--- config.mk ---
export PLATFORM = sky130hd
export DESIGN_NAME = sysctl_regbank
export DESIGN_NICKNAME = d
export VERILOG_FILES = /design/src/rtl/sysctl_regbank.sv
export SDC_FILE = /design/constraint.sdc
export NUM_CORES = 1
export LEC_CHECK = 0
export CORE_MARGIN = 2
export CORE_UTILIZATION = 35
export CTS_CLUSTER_SIZE = 28
export DETAILED_ROUTE_END_ITERATION = 7
export DONT_BUFFER_PORTS = 1
export GPL_TIMING_DRIVEN = 0
export MAX_ROUTING_LAYER = met4
export PLACE_DENSITY = 0.56
export SYNTH_ARGS = -nofsm -noshare
export SYNTH_HDL_FRONTEND = slang
export SYNTH_SLANG_ARGS = --single-unit
--- constraint.sdc ---
create_clock -name clk -period 14.77 [get_ports clk]
set_clock_uncertainty 0.1 [all_clocks]
set_input_delay 1.477 -clock clk [delete_from_list [all_inputs] [get_ports clk]]
set_output_delay 1.477 -clock clk [all_outputs]
set_load 0.02 [all_outputs]
--- src/rtl/sysctl_regbank.sv ---
module sysctl_regbank #(
  parameter int          DW         = 32,
  parameter logic [31:0] RST_ID     = 32'h6905_0000,
  parameter logic [31:0] RST_CTRL   = 32'h0000_0078,
  parameter logic [31:0] RST_CTYPE  = 32'h0B1A_A1AA
) (
  input  logic          clk,
  input  logic          rst_n,
  input  logic          req_valid,
  input  logic          req_write,
  input  logic [3:0]    req_crn,
  input  logic [3:0]    req_crm,
  input  logic [2:0]    req_op1,
  input  logic [2:0]    req_op2,
  input  logic          req_user,
  input  logic [DW-1:0] req_wdata,
  output logic          rsp_done,
  output logic          rsp_cant,
  output logic [DW-1:0] rsp_rdata
);
  localparam int NREG = 16;

  logic [DW-1:0] bank_pri [NREG];
  logic [DW-1:0] bank_alt [NREG];
  logic          slot_ok;
  logic          accept;
  logic          alt_sel;

  assign alt_sel = (req_op2 != 3'd0);

  always_comb begin
    slot_ok = 1'b0;
    case (req_crn)
      4'd0, 4'd1:
        slot_ok = (req_crm == 4'd0);
      4'd2, 4'd3, 4'd5, 4'd6, 4'd13:
        slot_ok = (req_crm == 4'd0) && (req_op2 == 3'd0);
      4'd7:
        case (req_op2)
          3'd0:    slot_ok = (req_crm >= 4'd5) && (req_crm <= 4'd7);
          3'd1:    slot_ok = (req_crm == 4'd5) || (req_crm == 4'd6) || (req_crm == 4'd10);
          3'd4:    slot_ok = (req_crm == 4'd10);
          3'd5:    slot_ok = (req_crm == 4'd2);
          3'd6:    slot_ok = (req_crm == 4'd5);
          default: slot_ok = 1'b0;
        endcase
      4'd8:
        slot_ok = ((req_op2 == 3'd0) && (req_crm >= 4'd5) && (req_crm <= 4'd7))
               || ((req_op2 == 3'd1) && ((req_crm == 4'd5) || (req_crm == 4'd6)));
      4'd9:
        slot_ok = (req_crm <= 4'd1) && ((req_op2 == 3'd1) || (req_op2 == 3'd2));
      4'd10:
        slot_ok = (req_crm <= 4'd1) && (req_op2 == 3'd4);
      4'd14:
        slot_ok = (req_op2 == 3'd0) &&
                  ((req_crm == 4'd0) || (req_crm == 4'd3) || (req_crm == 4'd4) ||
                   (req_crm == 4'd8) || (req_crm == 4'd9));
      4'd15:
        slot_ok = (req_op2 == 3'd0) && (req_crm == 4'd1);
      default:
        slot_ok = 1'b0;
    endcase
  end

  assign accept    = req_valid && !req_user && (req_op1 == 3'd0) && slot_ok;
  assign rsp_done  = accept;
  assign rsp_cant  = req_valid && !accept;
  assign rsp_rdata = (accept && !req_write) ?
                     (alt_sel ? bank_alt[req_crn] : bank_pri[req_crn]) : '0;

  always_ff @(posedge clk) begin
    if (!rst_n) begin
      for (int i = 0; i < NREG; i++) begin
        bank_pri[i] <= '0;
        bank_alt[i] <= '0;
      end
      bank_pri[0] <= RST_ID[DW-1:0];
      bank_pri[1] <= RST_CTRL[DW-1:0];
      bank_alt[0] <= RST_CTYPE[DW-1:0];
    end else if (accept && req_write) begin
      if (alt_sel) bank_alt[req_crn] <= req_wdata;
      else         bank_pri[req_crn] <= req_wdata;
    end
  end
endmodule


# [Word-level counts from Yosys, hierarchy flattened]
# Memory sizes are Yosys's and may differ from the RTL's.
# Index checks and enable logic that the tools add are counted.
# Widths: inputs -> output; s select.
[word_totals] register_bits=0 latchBits=0 ram_bits=1024 rom_bits=0 inputBits=51 output_inout_bits=34 n_memories=2
[mem_list] name="bank_alt" depth=16 word_bits=32 rd=1 rd_clocked_by_memory_dff=0 write_ports=16 line_no="24" rtl="logic [DW-1:0] bank_alt [NREG];"
[mem_list] name="bank_pri" depth=16 word_bits=32 rd=1 rd_clocked_by_memory_dff=0 write_ports=16 line_no="23" rtl="logic [DW-1:0] bank_pri [NREG];"
[op_classes] n_addsub=0 multipliers=0 n_div=0 magnitude_cmp=3 n_eq_ne=26 shift=0 mux=22 bitwise_logic=3 reduce_logical=35
[op_table] cell="$mux 32" n=7
[op_table] cell="$reduce_or 32->1" n=2
[op_table] cell="$eq 4x4->1 const B" n=9
[op_table] cell="$eq 4x3->1 const B" n=6
[op_table] cell="$eq 4x2->1 const B" n=4
[op_table] cell="$logic_and 1x1->1" n=15
[op_table] cell="$mux 1" n=11
[op_table] cell="$eq 3x3->1 const B" n=3
[op_table] cell="$eq 4x1->1 const B" n=2
[op_table] cell="$logic_not 4->1" n=2
[op_table] cell="$logic_or 1x1->1" n=8
[op_table] cell="$mux 4" n=2
[op_table] cell="$pmux 1 s8" n=1
[op_table] cell="$logic_not 3->1" n=2
[op_table] cell="$pmux 1 s5" n=1
[op_table] cell="$reduce_or 5->1" n=1
[op_table] cell="$ge 4x3->1 const B" n=1
[op_table] cell="$le 4x1->1 const B" n=1
[op_table] cell="$le 4x3->1 const B" n=1
[op_table] cell="$eq 3x1->1 const B" n=1
[op_table] cell="$eq 3x2->1 const B" n=1
[op_table] cell="$logic_not 1->1" n=3
[op_table] cell="$or 1x1->1" n=3
[op_table] cell="$reduce_bool 3->1" n=1
[op_table] cell="$reduce_or 2->1" n=1

# [Depth between registers and ports, before layout]
# Gate-level depths: netlist of run 1.
[logic_depth] ltp_word=14 depth_mapped=10 mapped_depth_nobuf=6

# [Worst setup path before layout of run 1]
# Ideal clock, no wire load.
[synth_timing] path_type="input port to flip-flop" startpoint="input req_op2[1]" endpoint="memory bank_pri[6][0], enable pin" setup_time_ps=511 t_arrival_ps=6277 required_time_ps=14159 setup_slack_ps=7882 path_stages=8 path_buffers=2 path_cell_list="buf_6 -> or4b_1 -> mux2i_1 -> a311oi_1 -> o2bb2ai_2 -> o21ai_2 -> clkbuf_1 -> o41ai_1"
[synth_rtl] item="start: declaration" line_no="14" rtl="input logic [2:0] req_op2,"
[synth_rtl] item="end: declaration" line_no="23"

# [Worst setup path in the final report of run 1]
[layout_timing] startpoint="input req_crn[3]" endpoint="output rsp_rdata[3]"
[layout_via] elab_chain_cells=6
[layout_rtl] item="start: declaration" line_no="11" rtl="input logic [3:0] req_crn,"
[layout_rtl] item="$eq 4x2->1 (tied with other cells)" line_no="33" rtl="case (req_crn)"
[layout_rtl] item="$reduce_or 5->1 / $reduce_or 2->1 (equally long branches)" line_no="33"
[layout_rtl] item="$pmux 1 s8" line_no="33"
[layout_rtl] item="$logic_and 1x1->1" line_no="65" rtl="assign accept = req_valid && !req_user && (req_op1 == 3'd0) && slot_ok;"
[layout_rtl] item="$logic_and 1x1->1" line_no="68" rtl="assign rsp_rdata = (accept && !req_write) ?"
[layout_rtl] item="$mux 32 (*)" line_no="68"
[layout_rtl] item="end: declaration" line_no="19" rtl="output logic [DW-1:0] rsp_rdata"
# Mark *: on every way between the ends. The rest lies on a longest branch, timed or not.

==> reports/results.tsv, run 1 <==
metric	value	unit
status	finished clean	
Least-Margin Pin Slew	1.447	ns
Remaining DRCs	0	
Primary FF master, synth	edfxtp_1	
dominant cells by area after synthesis	edfxtp_1 71%, mux4_2 17%, nor3_1 4.4%	
RSZ-0062 raised after global routing	false	
Final TNS setup	0	ns
Syn Inst Count	2425	
Clock Tree Buf Depth	3	
GR Overflow Total	0	
CTS tree	yes	
Layout Cells excl Fill	4840	
register area share after synthesis	70.92	%
pwr/cell area	128.7	nW/um^2
Vias/cell	5.413	
synthesis-to-layout area growth	19.66	%
period utilization	51.35	%
Worst Min Path Start	req_wdata[1]	
die height	356.0	um
Top delay family on crit path	buffers and inverters	
PortBufs	0	
Final Worst Setup Slack	7.185	ns
DR pass1 iterations	5	
Clock transition at path regs	0.06	ns
post-route minimum period	7.585	ns
layout cells sized above 1	21.18	%
worst slack, placed	7.469	ns
WL final	146800	um
critical path type	in -> out	
Bufs and invs on worst path	5	
Post-DRT Antenna Nets	0	
Die Area	126700	um^2
critical path arrival	6.01	ns
#FFs+latches synth	1024	
DP Cell Count	4630	
Hold Crit Class	in -> reg	
# nets final	3153	
post-DP HPWL	106600	um
number of fill cells	11034	
# resized after CTS	0	
number of global-route vias before repair	25963	
Critical Path Slowest Stage Cell	buf_1	
hold path depth	1	
vias after detailed routing	26201	
global-route wire length before repair	202800	um
H-tree depth	3	
num rows	129	
critical path fanouts, max	10	
EDFF count, synth	1024	
Root Driver	clkbuf_16	
setup bufs post-CTS	0	
design area	51880	um^2
CP startpoint kind	primary input	
Die Wd	356.0	um
largest net degree at the start of global routing	28	
Setup crit end kind	primary output	
CTS sink cnt	1024	
initial antenna violation count	7	
Hold EP	bank_alt[0][1]	
Iter 0 DRT Violations	3450	
Mapped Area	43360	um^2
I/O pin cnt	85	
area occupied by multi-input gates	13590	um^2
Synth top area share	70.92	%
Yosys Warn Count	0	
Req. time, crit path	13.19	ns
leakage	17.50	nW
Power Total	6.679	mW
Mean Syn Cell Area	17.88	um^2
Core Util, Final	42.07	%
Top cell by count, worst path	buf_2	
Max-Cap Viols	0	
share of synthesized registers carrying an async set or reset	0	%
CTS buffer count	107	
Distinct cells, synth	43	
core area	123300	um^2
dpl cell area	48390	um^2
most frequent cell after synthesis	edfxtp_1	
Initial Util	35.16	%
Final Hold Viols	0	
final setup fails	0	
Synth area leader	edfxtp_1	
top cells by count, synth	1024 x edfxtp_1, 384 x nor3_1, 320 x mux4_2	
Peak VDD IR	90.47	uV
Fmax	0.1318	GHz
GRT Overall Usage	23.83	%
max incr delay on CP	1.01	ns
cts hold-fix bufs	0	
wire length per cell	30.32	um
Critical Path, Cell by Cell	buf_2, buf_2, buf_2, buf_1, buf_1, mux4_2, nand2_1, a21oi_1	
Slew headroom	2.879	%
gp weighted congestion	0.9533	
register area	30750	um^2
Min Hold Slack	0.8680	ns
Final Slew Violations	0	
worst max-delay path by stage:
stage | startpoint | endpoint | depth (start not counted)
2_1_floorplan | req_op2[1] | bank_pri[6][0] | 8
3_3_place_gp | req_crn[0] | bank_pri[8][19] | 8
5_1_grt | req_crn[3] | rsp_rdata[4] | 8
4_1_cts | req_crn[3] | rsp_rdata[4] | 8
6_report | req_crn[3] | rsp_rdata[3] | 8
3_5_place_dp | req_crn[3] | rsp_rdata[4] | 8
registers in the layout (all words and copies together) (netlist names):
signal    count
bank_alt    512
bank_pri    512
placed cells by master (no fill, tap or decap), drive strengths merged, types with 5 or more instances in the layout:
master and instances:
and3 99, nor2 17, nor3 384, nand3 7
nand2 182, nand2b 19, mux4 320, or4 5
a21oi 31, clkbuf 259, and2 46, inv 21
diode 16, clkinv 37, o41ai 11, bufinv 13
conb 480, buf 182, edfxtp 1024, nor2b 6
mux2i 9
logic make-up after synthesis:
| family | count (synthesis) | share of synthesized area, % |
|---|---|---|
| other | 1 | 0.008649 |
| DFF | 1024 | 70.92 |
| buffers and inverters | 231 | 2.248 |
| muxes | 330 | 16.86 |
| AOI/OAI and AO/OA | 61 | 0.9524 |
| and+or+nand+nor | 775 | 8.949 |
| xor gates and xnor gates | 3 | 0.06062 |
routing by layer:
metal	vias up	share of wire [%]	GRT usage, %
met1	13538	39	30.93
met5	-	0	-
li1	10735	-	-
met4	0	4.2	9.333
met2	1603	44	34.63
met3	325	13	7.831
report_power, final:
part	leakage (nW)	internal, mW	total, mW	switching (mW)
Clock	1.68	1.58	2.72	1.14
Sequential	9.87	3.39	3.44	0.0458
Combinational	5.94	0.215	0.529	0.314
layout make-up:
| class | instances | share of cell area, % |
|---|---|---|
| Antenna cell | 16 | 0.07718 |
| Clock buffer | 140 | 5.482 |
| Clock inverter | 54 | 1.162 |
| Inverter | 19 | 0.1375 |
| Multi-Input combinational cell | 1649 | 26.19 |
| Sequential cell | 1024 | 59.27 |
| Buffer | 212 | 1.749 |
| Timing Repair Buffer | 89 | 1.985 |
| Tap cell | 1637 | 3.948 |
No activity file was read; power rests on OpenSTA's default activity.
==> run 2: changes to the inputs <==
--- a/config.mk
+++ b/config.mk
@@ -12,7 +12,7 @@
 export DONT_BUFFER_PORTS = 1
 export GPL_TIMING_DRIVEN = 0
 export MAX_ROUTING_LAYER = met4
-export PLACE_DENSITY = 0.56
+export PLACE_DENSITY = 0.58
 export SYNTH_ARGS = -nofsm -noshare
 export SYNTH_HDL_FRONTEND = slang
 export SYNTH_SLANG_ARGS = --single-unit
==> constraint.sdc (replaced) <==
create_clock -name clk -period 6.6 [get_ports clk]
set_clock_uncertainty 0.1 [all_clocks]
set_input_delay 0.66 -clock clk [delete_from_list [all_inputs] [get_ports clk]]
set_output_delay 0.66 -clock clk [all_outputs]
set_load 0.02 [all_outputs]
==> reports/results.tsv, run 2 (synthesized netlist as in run 1, its figures left out) <==
metric	value	unit	change
largest net degree at the start of global routing	27		-3.6%
Fmax	0.1613	GHz	
grt peak-use layer	met2		
final setup fails	0		unchanged
Internal	11.28	mW	+120%
Die Wd	356.0	um	unchanged
layout cells sized above 1	21.14	%	-0.043 points
Peak VDD IR	209.9	uV	+130%
Die Area	126700	um^2	unchanged
H-tree depth	3		unchanged
num rows	129		unchanged
CTS sink cnt	1024		unchanged
area occupied by multi-input gates	13590	um^2	unchanged
M2 GR Usage	33.70	%	-0.92 points
Least-Margin Pin Slew	1.483	ns	+0.03579 ns
period utilization	93.91	%	
Clock Tree Buf Depth	3		unchanged
Min Hold Slack	0.06582	ns	-0.8022 ns
Critical Path, Cell by Cell	buf_2, buf_2, buf_2, buf_1, buf_1, mux4_2, nand2_1, a21oi_1		
vias after detailed routing	26077		-0.47%
most common cell after layout, fill and taps aside	edfxtp_1		
CTS tree	yes		
cts hold-fix bufs	0		unchanged
Power Total	14.57	mW	+120%
hold path depth	1		unchanged
Initial Util	35.16	%	unchanged
Top cell by count, worst path	buf_2		
# nets final	3153		unchanged
PortBufs	0		unchanged
switching part of the total	22.56	%	+0.14 points
initial antenna violation count	9		+2
post-route minimum period	6.198	ns	
core area	123300	um^2	unchanged
leakage	17.39	nW	-0.59%
synthesis-to-layout area growth	19.17	%	
P_sw	3.287	mW	+120%
Bufs and invs on worst path	5		unchanged
critical path arrival	5.44	ns	-0.57 ns
WL final	145000	um	-1.2%
GR Overflow Total	0		unchanged
Remaining DRCs	0		unchanged
Seq pwr share	52.8	%	+1.4 points
Final Slew Violations	0		unchanged
I/O pin cnt	85		unchanged
grt met1 use	30.84	%	-0.087 points
most frequent cells in the layout	1024 x edfxtp_1, 480 x conb_1, 384 x nor3_1		
Comb pwr share	8.0	%	about the same
Vias/cell	5.388		-0.47%
Final Hold Viols	0		unchanged
Hold Crit Class	in -> reg		
Post-DRT Antenna Nets	0		unchanged
critical path type	in -> out		
GR Layer Usage met3	7.749	%	-0.082 points
number of global-route vias before repair	25926		-0.14%
GRT Overall Usage	23.66	%	-0.17 points
Iter 0 DRT Violations	3754		+8.8%
Max-Cap Viols	0		unchanged
Setup crit end kind	primary output		
Critical Path Slowest Stage Cell	buf_1		
Hold EP	bank_alt[0][17]		
gp weighted congestion	0.9300		-2.4%
DR pass1 iterations	5		unchanged
CTS buffer count	105		-1.9%
Root Driver	clkbuf_16		
pwr/cell area	282.0	nW/um^2	+120%
status	finished clean		
wire length per cell	29.96	um	-1.2%
Worst Min Path Start	req_wdata[17]		
Req. time, crit path	5.84	ns	-7.35 ns
setup bufs post-CTS	0		unchanged
critical path fanouts, max	10		unchanged
# resized after CTS	0		unchanged
post-DP HPWL	104800	um	-1.7%
CP startpoint kind	primary input		
Top delay family on crit path	buffers and inverters		
register area	30750	um^2	unchanged
Regs by FF count	bank_alt (512), bank_pri (512)		
number of fill cells	11064		+0.27%
RSZ-0062 raised after global routing	false		
global-route wire length before repair	201900	um	-0.43%
Slew headroom	1.147	%	-1.7 points
Clock transition at path regs	0.06	ns	about the same
die height	356.0	um	unchanged
Clock Power Share	39.2	%	-1.5 points
max incr delay on CP	1.11	ns	+0.10 ns
## run 2: layer usage
metal	share of wire, %	wire, um	vias to the layer above
li1	-	-	10751
met1	38	55260	13321
met2	43	63020	1664
met3	13	19440	341
met4	5.0	7271	0
met5	0	0	-
## run 2: layout make-up
class,count,share of cell area (%)
Clock inverter,53,0.8112
Antenna cell,19,0.09202
Clock buffer,136,5.434
Sequential cell,1024,59.51
Buffer,212,1.753
Inverter,19,0.1380
Tap cell,1637,3.964
Multi-Input combinational cell,1649,26.30
Timing Repair Buffer,91,1.998
## run 2: per-stage QoR
| stage | TNS (ns) | instance area, um^2 | setup slack (ns) | std cells | util, % |
|---|---|---|---|---|---|
| after floorplan | 0 | 45150 | 0.5293 | 2904 | - |
| after global placement | -1795.27 | 47200 | -5.182 | 4541 | 38.28 |
| after detailed placement | 0 | 48390 | 0.7868 | 4632 | 39.24 |
| after CTS | 0 | 51620 | 0.7872 | 4821 | 41.86 |
| after global routing | 0 | 51660 | 0.5088 | 4836 | 41.89 |
| final | 0 | 51670 | 0.4021 | 4840 | 41.90 |
## run 2: power by group through the flow
stage	sequential, mW	clock (mW)	combinational [mW]
final	7.69	5.71	1.17
after floorplan	7.79	0	0.684
after global placement	7.85	0	1.07
after CTS	7.69	5.78	1.16
after detailed placement	7.83	0	1.16
after global routing	7.72	6.02	1.22
## run 2: worst max path at each step
stage / from / to / slack, ns / depth (start not counted)
finish: req_crn[3] / rsp_rdata[4] / 0.40 / 8
global placement: req_crn[3] / bank_pri[15][21] / -5.18 / 6
CTS: req_crn[3] / rsp_rdata[4] / 0.79 / 8
global route: req_crn[3] / rsp_rdata[3] / 0.51 / 8
floorplan: req_op2[1] / bank_pri[6][0] / 0.53 / 8
detailed placement: req_crn[3] / rsp_rdata[4] / 0.79 / 8
